==> src/rtl/wa_pkg.sv <==
package wa_pkg;

   typedef enum logic [4:0] {
      OP_CLR  = 5'h00, OP_NA1  = 5'h01, OP_NACI = 5'h02, OP_NACO = 5'h03,
      OP_SHS  = 5'h04, OP_SHL  = 5'h05, OP_SHR  = 5'h06, OP_SHB  = 5'h07,
      OP_ABCI = 5'h08, OP_ABCO = 5'h09, OP_AN1  = 5'h0A, OP_ANCI = 5'h0B,
      OP_ANCO = 5'h0C, OP_NB1  = 5'h0D, OP_NBCI = 5'h0E, OP_NBCO = 5'h0F,
      OP_AND  = 5'h10, OP_ANDN = 5'h11, OP_NAB  = 5'h12, OP_OR   = 5'h13,
      OP_NAOR = 5'h14, OP_XOR  = 5'h15, OP_PASS = 5'h16, OP_INV  = 5'h17,
      OP_FOVF = 5'h18, OP_FNR2 = 5'h19, OP_FNR4 = 5'h1A, OP_FZER = 5'h1B,
      OP_K1   = 5'h1C, OP_K8   = 5'h1D, OP_K4   = 5'h1E, OP_KALT = 5'h1F
   } alu_op_e;

   typedef enum logic [1:0] {FM_OVF, FM_NEAR2, FM_NEAR4, FM_ZERO} flag_mode_e;

   typedef enum logic [1:0] {OS_LEFT, OS_RIGHT, OS_FRESH} out_sel_e;

   typedef struct packed {
      logic     ld_l;
      logic     ld_r;
      out_sel_e sel;
   } rf_ctl_t;

   function automatic rf_ctl_t rf_decode(input logic [2:0] code);
      rf_ctl_t c;
      case (code)
         3'd0:    c = '{ld_l: 1'b1, ld_r: 1'b0, sel: OS_RIGHT};
         3'd1:    c = '{ld_l: 1'b0, ld_r: 1'b1, sel: OS_LEFT};
         3'd2:    c = '{ld_l: 1'b1, ld_r: 1'b0, sel: OS_LEFT};
         3'd3:    c = '{ld_l: 1'b0, ld_r: 1'b1, sel: OS_RIGHT};
         3'd4:    c = '{ld_l: 1'b1, ld_r: 1'b1, sel: OS_LEFT};
         3'd5:    c = '{ld_l: 1'b0, ld_r: 1'b0, sel: OS_RIGHT};
         3'd6:    c = '{ld_l: 1'b0, ld_r: 1'b0, sel: OS_LEFT};
         default: c = '{ld_l: 1'b0, ld_r: 1'b0, sel: OS_FRESH};
      endcase
      return c;
   endfunction

endpackage

==> src/rtl/wa_arith.sv <==
module wa_arith
   import wa_pkg::*;
#(
   parameter int W = 16
) (
   input  alu_op_e        op,
   input  logic [W-1:0]   a,
   input  logic [W-1:0]   b,
   input  logic           cin_ext,
   input  logic           cin_reg,
   input  logic           lsb_l,
   input  logic           lsb_r,
   output logic [W-1:0]   res,
   output logic           cout,
   output logic           ovf
);
   localparam int KB = (W < 8) ? W : 8;

   function automatic logic [W-1:0] alt_pattern();
      logic [W-1:0] v;
      for (int i = 0; i < W; i++) v[i] = ~i[0];
      return v;
   endfunction

   localparam logic [W-1:0] K_ONE  = {{(W-1){1'b0}}, 1'b1};
   localparam logic [W-1:0] K_BYTE = {{(W-KB){1'b0}}, {KB{1'b1}}};
   localparam logic [W-1:0] K_NIB  = {{(W-4){1'b0}}, 4'hF};
   localparam logic [W-1:0] K_ALT  = alt_pattern();

   logic [W-1:0] x, y, other;
   logic         c, use_add;
   logic [W-1:0] sum_lo;
   logic         c_msb;
   logic [1:0]   top;

   always_comb begin
      x = a; y = '0; c = 1'b0; use_add = 1'b1; other = '0;
      case (op)
         OP_NA1:  begin x = ~a; c = 1'b1;    end
         OP_NACI: begin x = ~a; c = cin_ext; end
         OP_NACO: begin x = ~a; c = cin_reg; end
         OP_ABCI: begin y = b;  c = cin_ext; end
         OP_ABCO: begin y = b;  c = cin_reg; end
         OP_AN1:  begin y = ~b; c = 1'b1;    end
         OP_ANCI: begin y = ~b; c = cin_ext; end
         OP_ANCO: begin y = ~b; c = cin_reg; end
         OP_NB1:  begin x = ~a; y = b; c = 1'b1;    end
         OP_NBCI: begin x = ~a; y = b; c = cin_ext; end
         OP_NBCO: begin x = ~a; y = b; c = cin_reg; end
         default: begin
            use_add = 1'b0;
            case (op)
               OP_SHS:  other = {a[W-1], a[W-1:1]};
               OP_SHL:  other = {lsb_l,  a[W-1:1]};
               OP_SHR:  other = {lsb_r,  a[W-1:1]};
               OP_SHB:  other = {b[0],   a[W-1:1]};
               OP_AND:  other = a & b;
               OP_ANDN: other = a & ~b;
               OP_NAB:  other = ~a & b;
               OP_OR:   other = a | b;
               OP_NAOR: other = ~a | b;
               OP_XOR:  other = a ^ b;
               OP_PASS: other = a;
               OP_INV:  other = ~a;
               OP_K1:   other = K_ONE;
               OP_K8:   other = K_BYTE;
               OP_K4:   other = K_NIB;
               OP_KALT: other = K_ALT;
               default: other = '0;
            endcase
         end
      endcase
   end

   // Adder split at the MSB so the carry into the sign bit is visible.
   always_comb begin
      sum_lo = {1'b0, x[W-2:0]} + {1'b0, y[W-2:0]} + {{(W-1){1'b0}}, c};
      c_msb  = sum_lo[W-1];
      top    = {1'b0, x[W-1]} + {1'b0, y[W-1]} + {1'b0, c_msb};
      res    = use_add ? {top[0], sum_lo[W-2:0]} : other;
      cout   = use_add & top[1];
      ovf    = use_add & (c_msb ^ top[1]);
   end

endmodule

==> src/rtl/wa_flag.sv <==
module wa_flag
   import wa_pkg::*;
#(
   parameter int W = 16
) (
   input  logic         clk,
   input  logic         rst_n,
   input  alu_op_e      op,
   input  logic         first_i,
   input  logic [W-1:0] res_i,
   input  logic         ovf_i,
   output logic         flag_o
);
   flag_mode_e mode_q, eff;
   logic       zacc_q, is_set, zero_now, zero_ch;

   assign is_set   = (op[4:2] == 3'b110);
   assign eff      = is_set ? flag_mode_e'(op[1:0]) : mode_q;
   assign zero_now = (res_i == '0);
   assign zero_ch  = zero_now & (first_i | is_set | zacc_q);

   always_comb begin
      case (eff)
         FM_OVF:   flag_o = ovf_i;
         FM_NEAR2: flag_o = res_i[W-1] ^ res_i[W-2];
         FM_NEAR4: flag_o = ~((res_i[W-1:W-3] == 3'b000) | (res_i[W-1:W-3] == 3'b111));
         default:  flag_o = zero_ch;
      endcase
   end

   always_ff @(posedge clk or negedge rst_n) begin
      if (!rst_n) begin
         mode_q <= FM_OVF;
         zacc_q <= 1'b0;
      end else begin
         zacc_q <= zero_ch;
         if (op == OP_CLR)  mode_q <= FM_OVF;
         else if (is_set)   mode_q <= flag_mode_e'(op[1:0]);
      end
   end

   // selecting the zero condition raises the flag in the same cycle
   assert_zero_set_R7: assert property (@(posedge clk) disable iff (!rst_n)
      (op == OP_FZER) |-> flag_o);

   // a mode-select instruction yields a zero result from the datapath
   assert_forced_zero_R7: assert property (@(posedge clk) disable iff (!rst_n)
      is_set |-> (res_i == '0));

   // a non-zero word breaks the chain for the following continuation word
   assert_chain_break_R9: assert property (@(posedge clk) disable iff (!rst_n)
      (eff == FM_ZERO && res_i != '0) |=> (first_i || is_set || !flag_o));

endmodule

==> src/rtl/wa_regfile.sv <==
module wa_regfile
   import wa_pkg::*;
#(
   parameter int W = 16,
   parameter int NREG = 2
) (
   input  logic         clk,
   input  logic         rst_n,
   input  logic         clr,
   input  logic [2:0]   code,
   input  logic [W-1:0] din,
   output logic [W-1:0] q,
   output logic         lsb_l,
   output logic         lsb_r
);
   rf_ctl_t      ctl;
   logic [NREG-1:0] ld;
   logic [W-1:0] word_q [NREG];

   assign ctl = rf_decode(code);
   assign ld  = {ctl.ld_r, ctl.ld_l};

   for (genvar i = 0; i < NREG; i++) begin : g_word
      always_ff @(posedge clk or negedge rst_n) begin
         if (!rst_n)      word_q[i] <= '0;
         else if (clr)    word_q[i] <= '0;
         else if (ld[i])  word_q[i] <= din;
      end

      // a word not named by the code keeps its value
      assert_hold_R11: assert property (@(posedge clk) disable iff (!rst_n)
         (!ld[i] && !clr) |=> $stable(word_q[i]));
   end

   always_comb begin
      case (ctl.sel)
         OS_LEFT:  q = word_q[0];
         OS_RIGHT: q = word_q[1];
         default:  q = din;
      endcase
   end

   assign lsb_l = word_q[0][0];
   assign lsb_r = word_q[1][0];

endmodule

==> src/rtl/wide_alu_core.sv <==
module wide_alu_core
   import wa_pkg::*;
#(
   parameter int W = 16
) (
   input  logic         clk,
   input  logic         rst_n,
   input  logic [4:0]   op_i,
   input  logic [2:0]   rf_i,
   input  logic [W-1:0] a_i,
   input  logic [W-1:0] b_i,
   input  logic         cin_i,
   input  logic         first_i,
   output logic [W-1:0] q_o,
   output logic         cout_o,
   output logic         flag_o
);
   if (W < 8) begin : g_bad_width
      $error("wide_alu_core: W must be at least 8");
   end

   alu_op_e      op_q;
   logic [2:0]   rf_q;
   logic [W-1:0] a_q, b_q, res;
   logic         ci_q, first_q, carry_q, cout, ovf, clr, lsb_l, lsb_r;

   assign clr = (op_q == OP_CLR);

   always_ff @(posedge clk or negedge rst_n) begin
      if (!rst_n) begin
         op_q    <= OP_CLR;
         rf_q    <= '0;
         a_q     <= '0;
         b_q     <= '0;
         ci_q    <= 1'b0;
         first_q <= 1'b0;
         carry_q <= 1'b0;
      end else begin
         op_q    <= alu_op_e'(op_i);
         rf_q    <= rf_i;
         ci_q    <= cin_i;
         first_q <= first_i;
         if (clr) begin
            a_q     <= '0;
            b_q     <= '0;
            carry_q <= 1'b0;
         end else begin
            a_q     <= a_i;
            b_q     <= b_i;
            carry_q <= cout;
         end
      end
   end

   wa_arith #(.W(W)) u_arith (
      .op(op_q), .a(a_q), .b(b_q), .cin_ext(ci_q), .cin_reg(carry_q),
      .lsb_l(lsb_l), .lsb_r(lsb_r), .res(res), .cout(cout), .ovf(ovf)
   );

   wa_flag #(.W(W)) u_flag (
      .clk(clk), .rst_n(rst_n), .op(op_q), .first_i(first_q),
      .res_i(res), .ovf_i(ovf), .flag_o(flag_o)
   );

   wa_regfile #(.W(W), .NREG(2)) u_rf (
      .clk(clk), .rst_n(rst_n), .clr(clr), .code(rf_q), .din(res),
      .q(q_o), .lsb_l(lsb_l), .lsb_r(lsb_r)
   );

   assign cout_o = cout;

   // after a clear, any file word selected for output reads zero
   assert_clr_R10: assert property (@(posedge clk) disable iff (!rst_n)
      clr |=> (rf_q == 3'd7 || q_o == '0));

   // with zero operands, the chained add returns the stored carry
   assert_carry_use_R3: assert property (@(posedge clk) disable iff (!rst_n)
      (op_q == OP_ABCO && a_q == '0 && b_q == '0) |-> (res == {{(W-1){1'b0}}, carry_q}));

   // operations outside the adder produce no carry-out
   assert_no_carry_R5: assert property (@(posedge clk) disable iff (!rst_n)
      op_q[4] |-> !cout_o);

endmodule

==> config.mk <==
export PLATFORM = sky130hd
export DESIGN_NAME = wide_alu_core
export DESIGN_NICKNAME = d
export VERILOG_FILES = /design/src/rtl/wa_pkg.sv /design/src/rtl/wa_arith.sv /design/src/rtl/wa_flag.sv /design/src/rtl/wa_regfile.sv /design/src/rtl/wide_alu_core.sv
export SDC_FILE = /design/constraint.sdc
export NUM_CORES = 1
export LEC_CHECK = 0
export ABC_AREA = 1
export BUFFER_PORTS_ARGS = -buffer_cell sky130_fd_sc_hd__buf_2
export CAP_MARGIN = 20
export CELL_PAD_IN_SITES_DETAIL_PLACEMENT = 0
export CELL_PAD_IN_SITES_GLOBAL_PLACEMENT = 2
export CORE_ASPECT_RATIO = 0.7
export CORE_UTILIZATION = 29
export DETAILED_ROUTE_END_ITERATION = 10
export PLACE_DENSITY = 0.84
export SYNTH_ARGS = -nofsm -noshare
export SYNTH_HDL_FRONTEND = slang
export SYNTH_SLANG_ARGS = --single-unit
export TNS_END_PERCENT = 5
==> constraint.sdc <==
create_clock -name clk -period 4.5 [get_ports clk]
set_input_delay 0.225 -clock clk [delete_from_list [all_inputs] [get_ports clk]]
set_output_delay 0.225 -clock clk [all_outputs]
set_load 0.02 [all_outputs]
== Word-level counts from Yosys, hierarchy flattened ==
Cells that the tools add are included.
W data, S select, Z words.

* Input bits: 44
* Word-level logic and storage cells: 104
* Register bits after elaboration: 78
* Output and inout port bits: 18

* $add $sub $neg: 4
* Bitwise logic cells: 17
* Reduce and logical (&&, ||, !) cells: 15
* Eq/ne operators: 38
* Multiplexer cells: 19

{| class="wikitable"
|+ Operator list
! cell !! count
|-
| $pmux W16 S16 || 1
|-
| $mux W16 || 9
|-
| $pmux W16 S2 || 2
|-
| $eq A5 B5 Y1 const B || 12
|-
| $and A16 B16 Y16 || 3
|-
| $eq A5 B4 Y1 const B || 8
|-
| $not A16 Y16 || 2
|-
| $or A16 B16 Y16 || 2
|-
| $pmux W4 S7 || 1
|-
| $eq A5 B3 Y1 const B || 4
|-
| $add A15 B15 Y16 || 1
|-
| $add A16 B1 Y16 || 1
|-
| $logic_not A16 Y1 || 1
|-
| $xor A16 B16 Y16 || 1
|-
| $eq A3 B3 Y1 const B || 5
|-
| $reduce_or A11 Y1 || 1
|-
| $eq A5 B2 Y1 const B || 2
|-
| $reduce_or A4 Y1 || 2
|-
| $eq A3 B2 Y1 const B || 2
|-
| $logic_not A3 Y1 || 2
|-
| $pmux W1 S3 || 2
|-
| $reduce_or A3 Y1 || 2
|-
| $reduce_or A6 Y1 || 1
|-
| $eq A5 B1 Y1 const B || 1
|-
| other kinds (15) || 25
|}

== Logic depth before layout (Yosys ltp) ==
* Depth in word-level cells: 11
* Depth in mapped cells: 33
* Mapped depth without buffers: 33

== Hierarchy ==
Synthesis repeated with hierarchy kept, for this count alone.

* Cells, all modules: 1121
* Area total of the unflattened synthesis: 6950.4 um^2

{| class="wikitable"
|+ Modules (own cells, without submodules)
! module !! seq. area each (um^2) !! instances !! area each (um^2) !! cells each
|-
| wa_arith || 0.0 || 1 || 3253.1 || 664
|-
| wa_regfile || 800.8 || 1 || 2005.7 || 285
|-
| wide_alu_core || 1076.0 || 1 || 1382.6 || 117
|-
| wa_flag || 75.1 || 1 || 309.0 || 55
|}

== Worst setup path after synthesis ==
No wires, ideal clock.

* Path type: register to output
* From: register op_q[2]
* To: output port flag_o
* Path buffers: 1
* Arrival time: 4069 ps
* Required time: 4275 ps
* Stages on the path, launching flop included: 31
* Path slack: 206 ps
* Path through: dfrtp_1 > inv_1 > nand2_1 > nor2_1 > inv_1 > a21oi_2 > buf_2 > xor2_1 > fa_1 > inv_1 > nand3_1 > nand2_1 > nand2_1 > nand2_1 > nand2_1 > nand2_1 > nand4_1 > nand2_1 > fa_1 > nand2_1 > nand3_1 > inv_1 > ha_1 > nand2_1 > inv_1 > nand3_1 > nor2_1 > nand2_1 > nor2_1 > nand4_1 > nand2_1

* Cells in the longest elaborated chain, start to end: 11
* Elaborated cells between the ends (all ways): 62
* Those cells by class: add/sub: 4; eq/ne: 31; mux: 9; bitwise: 8; reduce/logical: 10

{| class="wikitable"
|+ RTL lines
! item !! RTL line !! source
|-
| start: declaration || wide_alu_core.sv:22 || <nowiki>alu_op_e op_q;</nowiki>
|-
| start signal: assignment || wide_alu_core.sv:39 || <nowiki>op_q <= alu_op_e'(op_i);</nowiki>
|-
| $eq A5 B4 Y1, or another cell as far along || wa_arith.sv:38 || <nowiki>case (op)</nowiki>
|-
| $reduce_or A5 Y1 (no line), or another cell as far along || -- ||
|-
| $pmux W16 S2 / $mux W16 (equally long branches) || -- ||
|-
| $add A15 B15 Y16 || wa_arith.sv:77 || <nowiki>sum_lo = {1'b0, x[W-2:0]} + {1'b0, y[W-2:0]} + {{(W-1){1'b0}}, c};</nowiki>
|-
| $add A16 B1 Y16 || wa_arith.sv:77 ||
|-
| $add A2 B1 Y2 || wa_arith.sv:79 || <nowiki>top = {1'b0, x[W-1]} + {1'b0, y[W-1]} + {1'b0, c_msb};</nowiki>
|-
| $mux W16 || wa_arith.sv:80 || <nowiki>res = use_add ? {top[0], sum_lo[W-2:0]} : other;</nowiki>
|-
| $eq A3 B3 Y1 / $logic_not A3 Y1 (equally long branches) || wa_flag.sv:26 || <nowiki>FM_NEAR4: flag_o = ~((res_i[W-1:W-3] == 3'b000) | (res_i[W-1:W-3] == 3'b111));</nowiki>
|-
| $or A1 B1 Y1 || wa_flag.sv:26 ||
|-
| $not A1 Y1 || wa_flag.sv:26 ||
|-
| $pmux W1 S3 (*) || wa_flag.sv:23 || <nowiki>case (eff)</nowiki>
|-
| end: declaration || wide_alu_core.sv:16 || <nowiki>output logic flag_o</nowiki>
|}

Every way passes the cells marked *; elsewhere a longest branch is shown, timed or not.

== Worst setup path in the final report ==
* From: register op_q[4]
* To: output port flag_o

The elaborated chain is that of the path after synthesis.

==> results.json <==
{
  "status": "complete, no violations",
  "grt_overflow_total": 0,
  "fin_crit_sh_pct": 99.5,
  "ios": 62,
  "nets": 1187,
  "dp_cells": 1313,
  "multi_input_area_um2": 3710,
  "synth_top_family_by_area": "simple AND/OR/NAND/NOR gates",
  "worst_slack_ps": 20.6,
  "dp_hpwl_um": 16100,
  "postRouteAntennaNets": 0,
  "cts_buffer_depth": 2,
  "syn-cell-area_um2": 6180,
  "htree_levels": 3,
  "ys_seq_elements": 78,
  "viasPerCell": 4.67,
  "start_util_pct": 29.7,
  "post-route-util_pct": 38.5,
  "grt_pass1_vias": 6190,
  "cp_max_fo": 8,
  "diodes": 0,
  "syn_inst": 978,
  "crit_type": "flop to output pin",
  "antenna_found_initial": 0,
  "port_buffers": 61,
  "synth.area.mux_share_pct": 0,
  "power_leakage_nw": 4.38,
  "critical_path.endpoint_type": "output pin",
  "max_freq_mhz": 223,
  "finalMaxSlewViolations": 0,
  "drc_errors": 0,
  "cts_made_buffers": 9,
  "die-area_um2": 21900,
  "grt.total_usage_pct": 21.3,
  "worst_pin_slew_ps": 875,
  "cts_num_sinks": 78,
  "async_flop_share_pct": 100,
  "critical_path_required_ps": 4280,
  "wl_per_cell_um": 15.9,
  "yosys.area_share.adder_pct": 7.25,
  "clk-insertion-delay-late_ps": 360,
  "drt_first_pass_iters": 5,
  "max_stage_delay_ps": 470,
  "critPathTopFamily": "simple AND/OR/NAND/NOR gates",
  "synth_ff_type": "dfrtp_1",
  "vias": 6491,
  "crit_path_frequent_cell": "nand2_2",
  "crit_buf_inv": 7,
  "drive_gt1_share_pct": 19.6,
  "fin_crit_ps": 4480,
  "crit_path_start_kind": "flop",
  "final_cells": 1390,
  "skew_ps": 17.0,
  "cts_tree": "built",
  "avgSynthCellArea_um2": 6.32,
  "register_area_um2": 1960,
  "drv_cap": 0,
  "grt_max_degree": 79,
  "fill_cells": 2269,
  "powerDensity_nw_per_um2": 303,
  "clk_pin_slew_worst_paths_ps": 70,
  "slowest_stage": "fa_1",
  "rows": 44,
  "die_w_um": 176,
  "die_y_um": 124,
  "gp_congestion": 0.922,
  "maxSlewHeadroom_pct": 41.4,
  "cts_root_buffer": "clkbuf_16",
  "synth_cell_type_count": 34,
  "synth_xor_area_share_pct": 3.40,
  "drt-initial-drc-count": 506,
  "rsz0062_at_grt": "yes",
  "synth_compound_area_share_pct": 11.8,
  "hold_viol": 0,
  "arrival_ps": 4250,
  "synth-simple-area-share_pct": 33.7,
  "peakVddDrop_v": 0.000167,
  "core_area_um2": 20800,
  "grt_pass1_wl_um": 34800,
  "hold_path.class": "input port to flop",
  "routed_wl_um": 22200,
  "ys_warn_count": 0,
  "setup_violations": 0,
  "syn_to_final_growth_pct": 29.5,
  "pre_cts_ws_ps": 63.1,
  "yosysSeqAreaShare_pct": 31.6,
  "synth_edf_count": 0,
  "synth.net_count": 1056,
  "finalSetupTns_ps": 0
}
final timing paths:
path                                 from        endpoint  slack [ps]  depth (start not counted)
setup reg to reg                  op_q[4]   u_flag.zacc_q         700                         29
setup / recovery                  op_q[4]          flag_o          20                         31
hold / removal                    a_i[14]         a_q[14]          50                          3
hold reg to reg            u_rf.word_q[2]  u_rf.word_q[2]         490                          2
min in group asynchronous           rst_n          a_q[4]         250                          2
max in group asynchronous           rst_n  u_rf.word_q[4]        3660                          3
logic make-up (layout without fill, tap and decap cells):
| family | count (synthesis) | after routing |
|---|---|---|
| xor gates and xnor gates | 24 | 24 |
| DFF | 78 | 78 |
| adders and majority gates | 34 | 34 |
| and+or+nand+nor | 518 | 518 |
| buffers and inverters | 194 | 330 |
| AOI/OAI and AO/OA | 130 | 130 |
per-layer routing:
layer	global-route usage [%]	share of wire, %	vias to the layer above
li1	-	-	3307
met1	31.9	53	2965
met2	30.5	39	199
met3	4.46	6.4	20
met4	5.66	1.3	0
met5	0	0	-
synth_stat cells, types with 2 or more instances:
cell type  number  area (um^2)
xnor2_1         5         43.8
o22ai_1         2         12.5
nor2_1        117          439
a21oi_1        16         80.1
nor2_2          2         12.5
nand3b_1        2         15.0
buf_1           2         7.51
nand2_1       320         1200
o221ai_1        9         78.8
nand3_1        61          305
clkinv_1        3         11.3
ha_1           31          388
o21ai_0        88          440
xor2_1         19          166
o311ai_0        6         52.6
nand2_2         2         12.5
buf_2           9         45.0
a22oi_1         4         30.0
buf_4           5         37.5
fa_1            3         60.1
nand4_1        10         62.6
clkbuf_1       10         37.5
inv_1         164          616
dfrtp_1        78         1950
sequential cells by signal, indices dropped and copies added, names as in the netlist:
signal / cells
rf_q: 3
u_rf.word_q: 30
op_q: 5
first_q: 1
a_q: 16
u_rf.lsb_r: 1
u_flag.zacc_q: 1
u_rf.lsb_l: 1
u_flag.mode_q: 2
b_q: 16
ci_q: 1
carry_q: 1
power by group:
group	switching [mW]	internal (mW)
clock	0.333	0.395
combinational	0.517	0.328
sequential	0.0677	0.788
worst min-delay path, stage by stage:
cell     delay, ps
buf_2           80
nand2_1         40
inv_1           40
what timing repair did:
item / CTS / global route
hold endpoints to repair: 10 / 11
endpoints found under the setup margin: 1 / 2
setup buffers: 29 / 17
pin swaps: 26 / 24
gates cloned: 2 / 1
hold buffers: 10 / 1
resized for setup: 55 / 28
layout by cell type (no fill, tap or decap), types with 3 or more instances in the layout:
master	instances
a21oi_1	13
a21oi_2	3
a22oi_1	4
buf_2	60
buf_4	65
buf_6	5
clkbuf_16	10
clkinv_1	3
dfrtp_1	74
dfrtp_2	4
dlygate4sd3_1	11
ha_1	27
ha_4	3
inv_1	152
inv_2	13
inv_6	3
nand2_1	303
nand2_2	16
nand2_4	3
nand3_1	57
nand3_2	4
nand4_1	10
nor2_1	110
nor2_2	5
nor2_4	5
o21ai_0	84
o21ai_1	3
o221ai_1	9
o311ai_0	6
xnor2_1	5
xor2_1	16
xor2_2	3
final cells by class:
cell class              count  area share (%)
inverters                 168            7.88
clock inverters             5           0.516
clock buffers              11            3.03
multi-input cells         706            46.4
repair buffers            146            13.4
flip-flops and latches     78            24.4
well taps                 276            4.31
stage by stage:
step	area, um^2	total power, mW	hold slack [ps]
floorplan	6180	1.31	-70.6
global placement	6910	1.58	332
detailed placement	6910	1.58	334
CTS	7690	2.40	41.2
finish	8000	2.43	54.6
global route	8000	2.59	57.6
No activity file was read; power rests on OpenSTA's default activity.
